[config.mk]
export PLATFORM = sky130hd
export DESIGN_NAME = wm_burst_master
export DESIGN_NICKNAME = d
export VERILOG_FILES = /design/src/rtl/wmb_pkg.sv /design/src/rtl/wmb_flag_sync.sv /design/src/rtl/wmb_rd_capture.sv /design/src/rtl/wmb_burst_fsm.sv /design/src/rtl/wm_burst_master.sv
export SDC_FILE = /design/constraint.sdc
export NUM_CORES = 1
export LEC_CHECK = 0
export BUFFER_PORTS_ARGS = -buffer_cell sky130_fd_sc_hd__buf_2
export CAP_MARGIN = 20
export CORE_MARGIN = 8
export CORE_UTILIZATION = 35
export CTS_CLUSTER_SIZE = 28
export DETAILED_ROUTE_END_ITERATION = 12
export GPL_ROUTABILITY_DRIVEN = 0
export PLACE_DENSITY = 0.81
export SYNTH_ARGS = -nofsm -noshare
export SYNTH_HDL_FRONTEND = slang
export SYNTH_SLANG_ARGS = --single-unit
[constraint.sdc]
create_clock -name clk -period 1.8 [get_ports clk]
set_input_delay 0 -clock clk [delete_from_list [all_inputs] [get_ports clk]]
set_output_delay 0 -clock clk [all_outputs]
set_load 0.02 [all_outputs]
[src/rtl/wmb_pkg.sv]
package wmb_pkg;
    typedef enum logic [1:0] {
        ST_IDLE  = 2'd0,
        ST_WRITE = 2'd1,
        ST_READ  = 2'd2,
        ST_GUARD = 2'd3
    } wmb_state_e;

    localparam int FLG_WM_WR = 0;
    localparam int FLG_WM_RD = 1;
    localparam int FLG_RDY   = 2;
    localparam int FLG_NUM   = 3;
endpackage

[src/rtl/wmb_flag_sync.sv]
module wmb_flag_sync #(
    parameter int NUM    = 3,
    parameter int STAGES = 2
) (
    input  logic           clk,
    input  logic           rst_n,
    input  logic [NUM-1:0] raw_i,
    output logic [NUM-1:0] sync_o
);
    generate
        for (genvar g = 0; g < NUM; g++) begin : g_flag
            logic [STAGES-1:0] chain_d, chain_q;

            if (STAGES == 1) begin : g_one
                always_comb chain_d = raw_i[g];
            end else begin : g_many
                always_comb chain_d = {chain_q[STAGES-2:0], raw_i[g]};
            end

            always_ff @(posedge clk or negedge rst_n) begin
                if (!rst_n) chain_q <= '0;
                else        chain_q <= chain_d;
            end

            assign sync_o[g] = chain_q[STAGES-1];
        end
    endgenerate
endmodule

[src/rtl/wmb_rd_capture.sv]
module wmb_rd_capture #(
    parameter int DATA_W = 32,
    parameter int RD_LAT = 2
) (
    input  logic              clk,
    input  logic              rst_n,
    input  logic              strobe_i,
    input  logic [DATA_W-1:0] bus_din_i,
    output logic              push_o,
    output logic [DATA_W-1:0] data_o
);
    logic [RD_LAT-1:0] vld_d, vld_q;

    generate
        if (RD_LAT == 1) begin : g_lat1
            always_comb vld_d = strobe_i;
        end else begin : g_latn
            always_comb vld_d = {vld_q[RD_LAT-2:0], strobe_i};
        end
    endgenerate

    always_ff @(posedge clk or negedge rst_n) begin
        if (!rst_n) vld_q <= '0;
        else        vld_q <= vld_d;
    end

    assign push_o = vld_q[RD_LAT-1];
    assign data_o = bus_din_i;
endmodule

[src/rtl/wmb_burst_fsm.sv]
module wmb_burst_fsm
    import wmb_pkg::*;
#(
    parameter int BURST_LEN = 256,
    parameter int GUARD_CYC = 4,
    parameter int LVL_W     = 11
) (
    input  logic             clk,
    input  logic             rst_n,
    input  logic             reconnect_i,
    input  logic             wm_wr_i,
    input  logic             wm_rd_i,
    input  logic             rdy_i,
    input  logic [LVL_W-1:0] src_level_i,
    output logic             wr_act_o,
    output logic             rd_act_o
);
    localparam int SPAN  = (BURST_LEN > GUARD_CYC) ? BURST_LEN : GUARD_CYC;
    localparam int CNT_W = (SPAN > 1) ? $clog2(SPAN) : 1;
    localparam logic [CNT_W-1:0] LAST_BEAT  = CNT_W'(BURST_LEN - 1);
    localparam logic [CNT_W-1:0] LAST_GUARD = CNT_W'(GUARD_CYC - 1);
    localparam logic [LVL_W-1:0] NEED_LVL   = LVL_W'(BURST_LEN);

    typedef struct packed {
        wmb_state_e       st;
        logic [CNT_W-1:0] cnt;
        logic             armed;
        logic             last_wr;
    } fsm_t;

    fsm_t ctl_d, ctl_q;
    logic wr_go, rd_go;

    always_comb begin
        ctl_d       = ctl_q;
        ctl_d.armed = reconnect_i ? 1'b0 : (ctl_q.armed | rdy_i);
        wr_go = ctl_q.armed & wm_wr_i & (src_level_i >= NEED_LVL);
        rd_go = ctl_q.armed & wm_rd_i;

        unique case (ctl_q.st)
            ST_IDLE: begin
                if (wr_go && (!rd_go || !ctl_q.last_wr)) begin
                    ctl_d.st      = ST_WRITE;
                    ctl_d.cnt     = '0;
                    ctl_d.last_wr = 1'b1;
                end else if (rd_go) begin
                    ctl_d.st      = ST_READ;
                    ctl_d.cnt     = '0;
                    ctl_d.last_wr = 1'b0;
                end
            end
            ST_WRITE, ST_READ: begin
                if (ctl_q.cnt == LAST_BEAT) begin
                    ctl_d.st  = ST_GUARD;
                    ctl_d.cnt = '0;
                end else begin
                    ctl_d.cnt = ctl_q.cnt + 1'b1;
                end
            end
            ST_GUARD: begin
                if (ctl_q.cnt == LAST_GUARD) begin
                    ctl_d.st  = ST_IDLE;
                    ctl_d.cnt = '0;
                end else begin
                    ctl_d.cnt = ctl_q.cnt + 1'b1;
                end
            end
            default: ctl_d.st = ST_IDLE;
        endcase
    end

    always_ff @(posedge clk or negedge rst_n) begin
        if (!rst_n) begin
            ctl_q.st      <= ST_IDLE;
            ctl_q.cnt     <= '0;
            ctl_q.armed   <= 1'b0;
            ctl_q.last_wr <= 1'b0;
        end else begin
            ctl_q <= ctl_d;
        end
    end

    assign wr_act_o = (ctl_q.st == ST_WRITE);
    assign rd_act_o = (ctl_q.st == ST_READ);
endmodule

[src/rtl/wm_burst_master.sv]
module wm_burst_master
    import wmb_pkg::*;
#(
    parameter int DATA_W      = 32,
    parameter int ADDR_W      = 2,
    parameter int LVL_W       = 11,
    parameter int BURST_LEN   = 256,
    parameter int GUARD_CYC   = 4,
    parameter int RD_LAT      = 2,
    parameter int SYNC_STAGES = 2,
    parameter int WR_ADDR     = 0,
    parameter int RD_ADDR     = 3
) (
    input  logic              clk,
    input  logic              rst_n,
    input  logic              reconnect,
    input  logic              wm_wr_raw,
    input  logic              wm_rd_raw,
    input  logic              rdy_raw,
    output logic              bus_cs_n,
    output logic              bus_wr_n,
    output logic              bus_rd_n,
    output logic              bus_oe_n,
    output logic [ADDR_W-1:0] bus_addr,
    output logic [DATA_W-1:0] bus_dout,
    input  logic [DATA_W-1:0] bus_din,
    input  logic [LVL_W-1:0]  src_level,
    input  logic [DATA_W-1:0] src_data,
    output logic              src_pop,
    output logic              snk_push,
    output logic [DATA_W-1:0] snk_data
);
    logic [FLG_NUM-1:0] flg_raw, flg_s;
    logic wr_act, rd_act;

    always_comb begin
        flg_raw            = '0;
        flg_raw[FLG_WM_WR] = wm_wr_raw;
        flg_raw[FLG_WM_RD] = wm_rd_raw;
        flg_raw[FLG_RDY]   = rdy_raw;
    end

    wmb_flag_sync #(.NUM(FLG_NUM), .STAGES(SYNC_STAGES)) sync_i (
        .clk    (clk),
        .rst_n  (rst_n),
        .raw_i  (flg_raw),
        .sync_o (flg_s)
    );

    wmb_burst_fsm #(.BURST_LEN(BURST_LEN), .GUARD_CYC(GUARD_CYC), .LVL_W(LVL_W)) fsm_i (
        .clk         (clk),
        .rst_n       (rst_n),
        .reconnect_i (reconnect),
        .wm_wr_i     (flg_s[FLG_WM_WR]),
        .wm_rd_i     (flg_s[FLG_WM_RD]),
        .rdy_i       (flg_s[FLG_RDY]),
        .src_level_i (src_level),
        .wr_act_o    (wr_act),
        .rd_act_o    (rd_act)
    );

    wmb_rd_capture #(.DATA_W(DATA_W), .RD_LAT(RD_LAT)) cap_i (
        .clk       (clk),
        .rst_n     (rst_n),
        .strobe_i  (rd_act),
        .bus_din_i (bus_din),
        .push_o    (snk_push),
        .data_o    (snk_data)
    );

    assign bus_cs_n = ~(wr_act | rd_act);
    assign bus_wr_n = ~wr_act;
    assign bus_rd_n = ~rd_act;
    assign bus_oe_n = ~rd_act;
    assign bus_addr = rd_act ? ADDR_W'(RD_ADDR) : ADDR_W'(WR_ADDR);
    assign bus_dout = src_data;
    assign src_pop  = wr_act;
endmodule

Yosys cells after proc, flatten, opt, wreduce, memory -nomap -nowiden
Cells that the tools add are included.

word-level totals
  bits in registers = 20
  bits of input ports = 81
  word-level logic and storage cells = 46

cells by class
  add/sub/neg operators = 1
  magnitude comparators = 1
  equality and inequality tests = 8
  multiplexer cells = 11
  bitwise logic cells = 8
  reductions and logical operators = 9

operator list
  operator                                                                              number
  10-bit case mux with 3 select lines                                                   1
  10-bit 2-to-1 mux                                                                     2
  8-bit 2-to-1 mux                                                                      2
  11-bit by 9-bit greater-or-equal comparator with 1-bit output, second input constant  1
  8-bit by 1-bit adder with 8-bit output, second input constant                         1
  8-bit by 2-bit == test with 1-bit output, second input constant                       1
  8-bit == test, second input constant                                                  1
  2-bit 2-to-1 mux                                                                      3
  2-bit == test, second input constant                                                  2
  2-bit by 1-bit != test with 1-bit output, second input constant                       2
  1-bit bitwise AND                                                                     3
  1-bit 2-to-1 mux                                                                      3
  3-bit by 1-bit != test with 1-bit output, second input constant                       1
  1-bit inverter                                                                        3
  3-bit AND reduction                                                                   1
  2-bit by 1-bit == test with 1-bit output, second input constant                       1
  1-bit logical NOT                                                                     2
  2-bit logical NOT                                                                     1
  1-bit OR                                                                              2
  2-bit AND reduction                                                                   1
  2-bit nonzero test                                                                    1
  2-bit OR reduction                                                                    1
  1-bit logical AND                                                                     1
  1-bit logical OR                                                                      1

Depth between registers and ports, before layout
  word-level depth = 6
  mapped depth = 6

Hierarchy
A second synthesis with hierarchy kept.

unflattened totals
  cell total of the unflattened synthesis = 169
  area total of the unflattened synthesis = 1,545.2 um2

by module, submodules not included
  module           times used  cells an instance  area each (um2)  seq. area each (um2)
  wmb_burst_fsm    1           88                 808.3            300.3
  wmb_rd_capture   1           34                 290.3            50.0
  wm_burst_master  1           38                 274.0            0.0
  wmb_flag_sync    1           9                  172.7            150.1

Least setup slack after synthesis
No wires, ideal clock.

  kind = register to register
  start point = reg fsm_i.ctl_q[10] (netlist name)
  end point = reg fsm_i.ctl_q[10] (netlist name)
  arrival = 1,506 ps
  data required time = 1,675 ps
  path slack = 169 ps
  cell stages (with the launch flop) = 7
  clock period less this slack = 1,631 ps
  cells stage by stage = dfrtp_1 inv_1 ha_1 inv_1 a311oi_4 a221oi_2 mux2_4

on the way
  longest elaborated chain between the ends = 4

ends and longest elaborated chain
  item                                                                              line                 source
  start, declared                                                                   wmb_burst_fsm.sv:31  fsm_t ctl_d, ctl_q;
  start signal, assigned                                                            wmb_burst_fsm.sv:79  ctl_q <= ctl_d;
  2-bit by 1-bit == test with 1-bit output / 2-bit == test (equally long branches)  wmb_burst_fsm.sv:40  unique case (ctl_q.st)
  2-bit OR reduction                                                                wmb_burst_fsm.sv:40
  2-bit by 1-bit != test with 1-bit output (no source line)                         -
  3-bit AND reduction (no source line)                                              -

Parallel ways exist; a longest one is shown, timed or not.
A chain may end at the register's enable or synchronous reset.

Worst setup path after layout
  start point = reg fsm_i.ctl_q[3] (netlist name)
  end point = reg fsm_i.ctl_q[10] (netlist name)

on the way
  longest elaborated chain between the ends = 3

ends and longest elaborated chain
  item                                                                              line
  8-bit by 2-bit == test with 1-bit output / 8-bit == test (equally long branches)  wmb_burst_fsm.sv:61, wmb_burst_fsm.sv:53
  2-bit by 1-bit != test with 1-bit output (no source line)                         -
  3-bit AND reduction (no source line) *                                            -

Mark *: on every way between the ends. The rest lies on a longest branch, timed or not.

==> summary.md <==
| Metric | Value |
|---|---|
| Status | finished, final reports clean |
| Gr usage total | 6.64% |
| Critical R2R Launch | fsm_i.ctl_q[3]$_DFFE_PN0P_ |
| Pwr Total | 1.86 mW |
| Minimum clock period | 1700 ps |
| CP Class | reg -> reg |
| Via Count | 723 |
| WP buf/inv | 0 |
| Synthesized cell area | 1430 µm² |
| Rows | 23 |
| Chip Width | 79.9 µm |
| Antenna Nets Post-Route | 0 |
| Setup Fix Bufs, Post-CTS | 0 |
| Slew of the pin with the lowest slew margin | 446 ps |
| Max Slew Vio Count | 0 |
| First-pass GRT wire length | 3500 µm |
| Worst setup EP type | flip-flop |
| Worst skew pair latency | 260 ps |
| Die ar. | 6380 µm² |
| Placed cells | 154 |
| Top cell type's share of synthesized area | 35.2% |
| Area growth syn-to-layout | -15.8% |
| Max-Cap Viols | 0 |
| Largest area contributor in the netlist | buf_4 |
| # DRC | 0 |
| Commonest non-fill, non-tap cells in the layout | dfrtp_1, buf_2, nand2_1 |
| Asr flop ratio synth | 100% |
| Warnings from Yosys | 0 |
| First-pass DRT Iterations | 3 |
| Worst setup SP type | flip-flop |
| CP Max Fanout | 3 |
| Fraction of layout cells with a size suffix above 1 | 25.7% |
| Setup TNS | 0 ps |
| Port bufs | 16 |
| Top Family by Delay on Critical Path | flip-flops |
| CTS tree | done |
| Worst Min Path Start | src_data[10] |
| Initial core utilization | 36.0% |
| Final core occ | 30.3% |
| Clk buf depth | 2 |
| Die Y | 79.9 µm |
| Vias in the first global route | 769 |
| RSZ-0062 raised after global routing | false |
| Core area | 3970 µm² |
| Mapped Avg Cell Area | 9.34 µm² |
| Post-synth cell types | 24 |
| Hold crit path type | in -> out |
| Via/cell ratio | 4.44 |
| Final Hold Vio Count | 0 |
| Max H-tree Level | 1 |
| Worst VDD drop | 0.681 mV |
| Rel. slew slack | 70.3% |
| Fmax | 589 MHz |
| #FFs+latches synth | 20 |
| Post-synthesis sequential area ratio | 35.0% |
| Syn Nets | 239 |
| Post-synth EDFFs | 0 |
| Total wire length | 2060 µm |
| Leakage | 0.536 nW |
| Total gr overflow | 0 |
| Worst path max stage delay | 380 ps |
| Final Net Count | 200 |
| Synth area leaders | buf_4, dfrtp_1, ha_1, nand2_1, o21ai_0 |
| Cells after synthesis | 153 |
| Hpwl dp | 1510 µm |
| Wirelength per Cell | 12.6 µm |
| Final cell count without fillers | 163 |
| Required time of the critical path | 1950 ps |
| Period utilisation layout | 94.3% |
| CP arrival | 1850 ps |
| Inserted Diodes | 0 |
| Cells along the critical path | ha_2, and3_4, nand2_1, a221oi_2, mux2_4 |
| Antenna violations before repair | 0 |
| Critical path's slowest cell | dfrtp_1 |
| CTS Buf Count | 3 |
| First DRT Iteration DRCs | 41 |
| Endpoints failing setup | 0 |
| Clock skew | 8.30 ps |
| CTS Sinks | 20 |
| CTS clock-pin slew for the worst setup and hold paths | 80 ps |
| PwrDens | 1540 nW/µm² |
| Crit path from | fsm_i.ctl_q[3]$_DFFE_PN0P_ |
| IO Count | 153 |
| Commonest non-fill, non-tap cell in the layout | dfrtp_1 |
| Ys flop type | dfrtp_1 |
| Largest net degree at the start of global routing | 21 |
| CTS root buf | clkbuf_8 |
## kinds of logic (layout without fill, tap and decap cells)
| group | Yosys count | after routing | synth area share, % |
|---|---|---|---|
| AOI/OAI and AO/OA | 15 | 15 | 8.14 |
| xor gates and xnor gates | 6 | 6 | 3.68 |
| adders and majority gates | 5 | 5 | 4.38 |
| buffers and inverters | 75 | 35 | 37.3 |
| DFF | 20 | 20 | 35.0 |
| muxes | 1 | 1 | 1.05 |
| and+or+nand+nor | 31 | 31 | 10.4 |
## report_power, final
part	switching (mW)	total (mW)	internal [mW]
sequential	0.0780	0.631	0.553
clock	0.143	0.338	0.195
combinational	0.515	0.889	0.373
total	0.736	1.86	1.12
## stage by stage
stage / hold WS (ps) / instance area [µm²] / worst slack (ps)
floorplan: -296 / 1430 / 169
global placement: -31.6 / 1080 / 125
detailed placement: -20.4 / 1080 / 61.0
CTS: 0.137 / 1190 / 57.4
global route: 0.0292 / 1200 / 18.9
finish: 0.00774 / 1200 / 102
## metal layers
metal  wire, µm  track usage [%]  vias up
li1           -                -      344
met1        859             7.29      341
met2        913             10.0       22
met3        250             4.28       16
met4         35             2.55        0
met5          0                0        -
## registers in the layout (all words and copies together) (netlist names)
register and flops:
sync_i.g_flag.chain_q 6, fsm_i.ctl_q 12, cap_i.vld_q 2
## Yosys cell counts, drive strengths merged (2+ instances only)
library cell  instances
nand3                 2
buf                  67
ha                    5
and2                  2
nor3                  2
nand2                15
nor2                  5
o21ai                 9
inv                   8
xnor2                 4
dfrtp                20
xor2                  2
## final cells by class
type                       instances  area [µm²]
multi-input combinational         58         409
tap                               50        62.6
clock buffer                       4        55.1
inverter                           8        30.0
timing repair buffer              23         145
fill                             415        2770
sequential                        20         500
## worst paths after layout
check	to	slack (ps)	cells past startpoint
min in group asynchronous	fsm_i.ctl_q[0]$_DFFE_PN0P_	230	2
worst min-delay path	bus_dout[10]	0.008	0
worst min register to register	sync_i.g_flag[1].chain_q[1]$_DFF_PN0_	350	0
max in group asynchronous	fsm_i.ctl_q[2]$_DFFE_PN0P_	1260	2
worst max-delay path	fsm_i.ctl_q[10]$_DFFE_PN0P_	100	5
worst max register to register	fsm_i.ctl_q[10]$_DFFE_PN0P_	100	5
## timing repair
item | CTS | global route
endpoints found under the hold margin | 24 | 0
hold buffers | 5 | 0
setup endpoints to repair | 0 | 1
resized for setup | 0 | 3
Power figures use the tool's default switching activity.
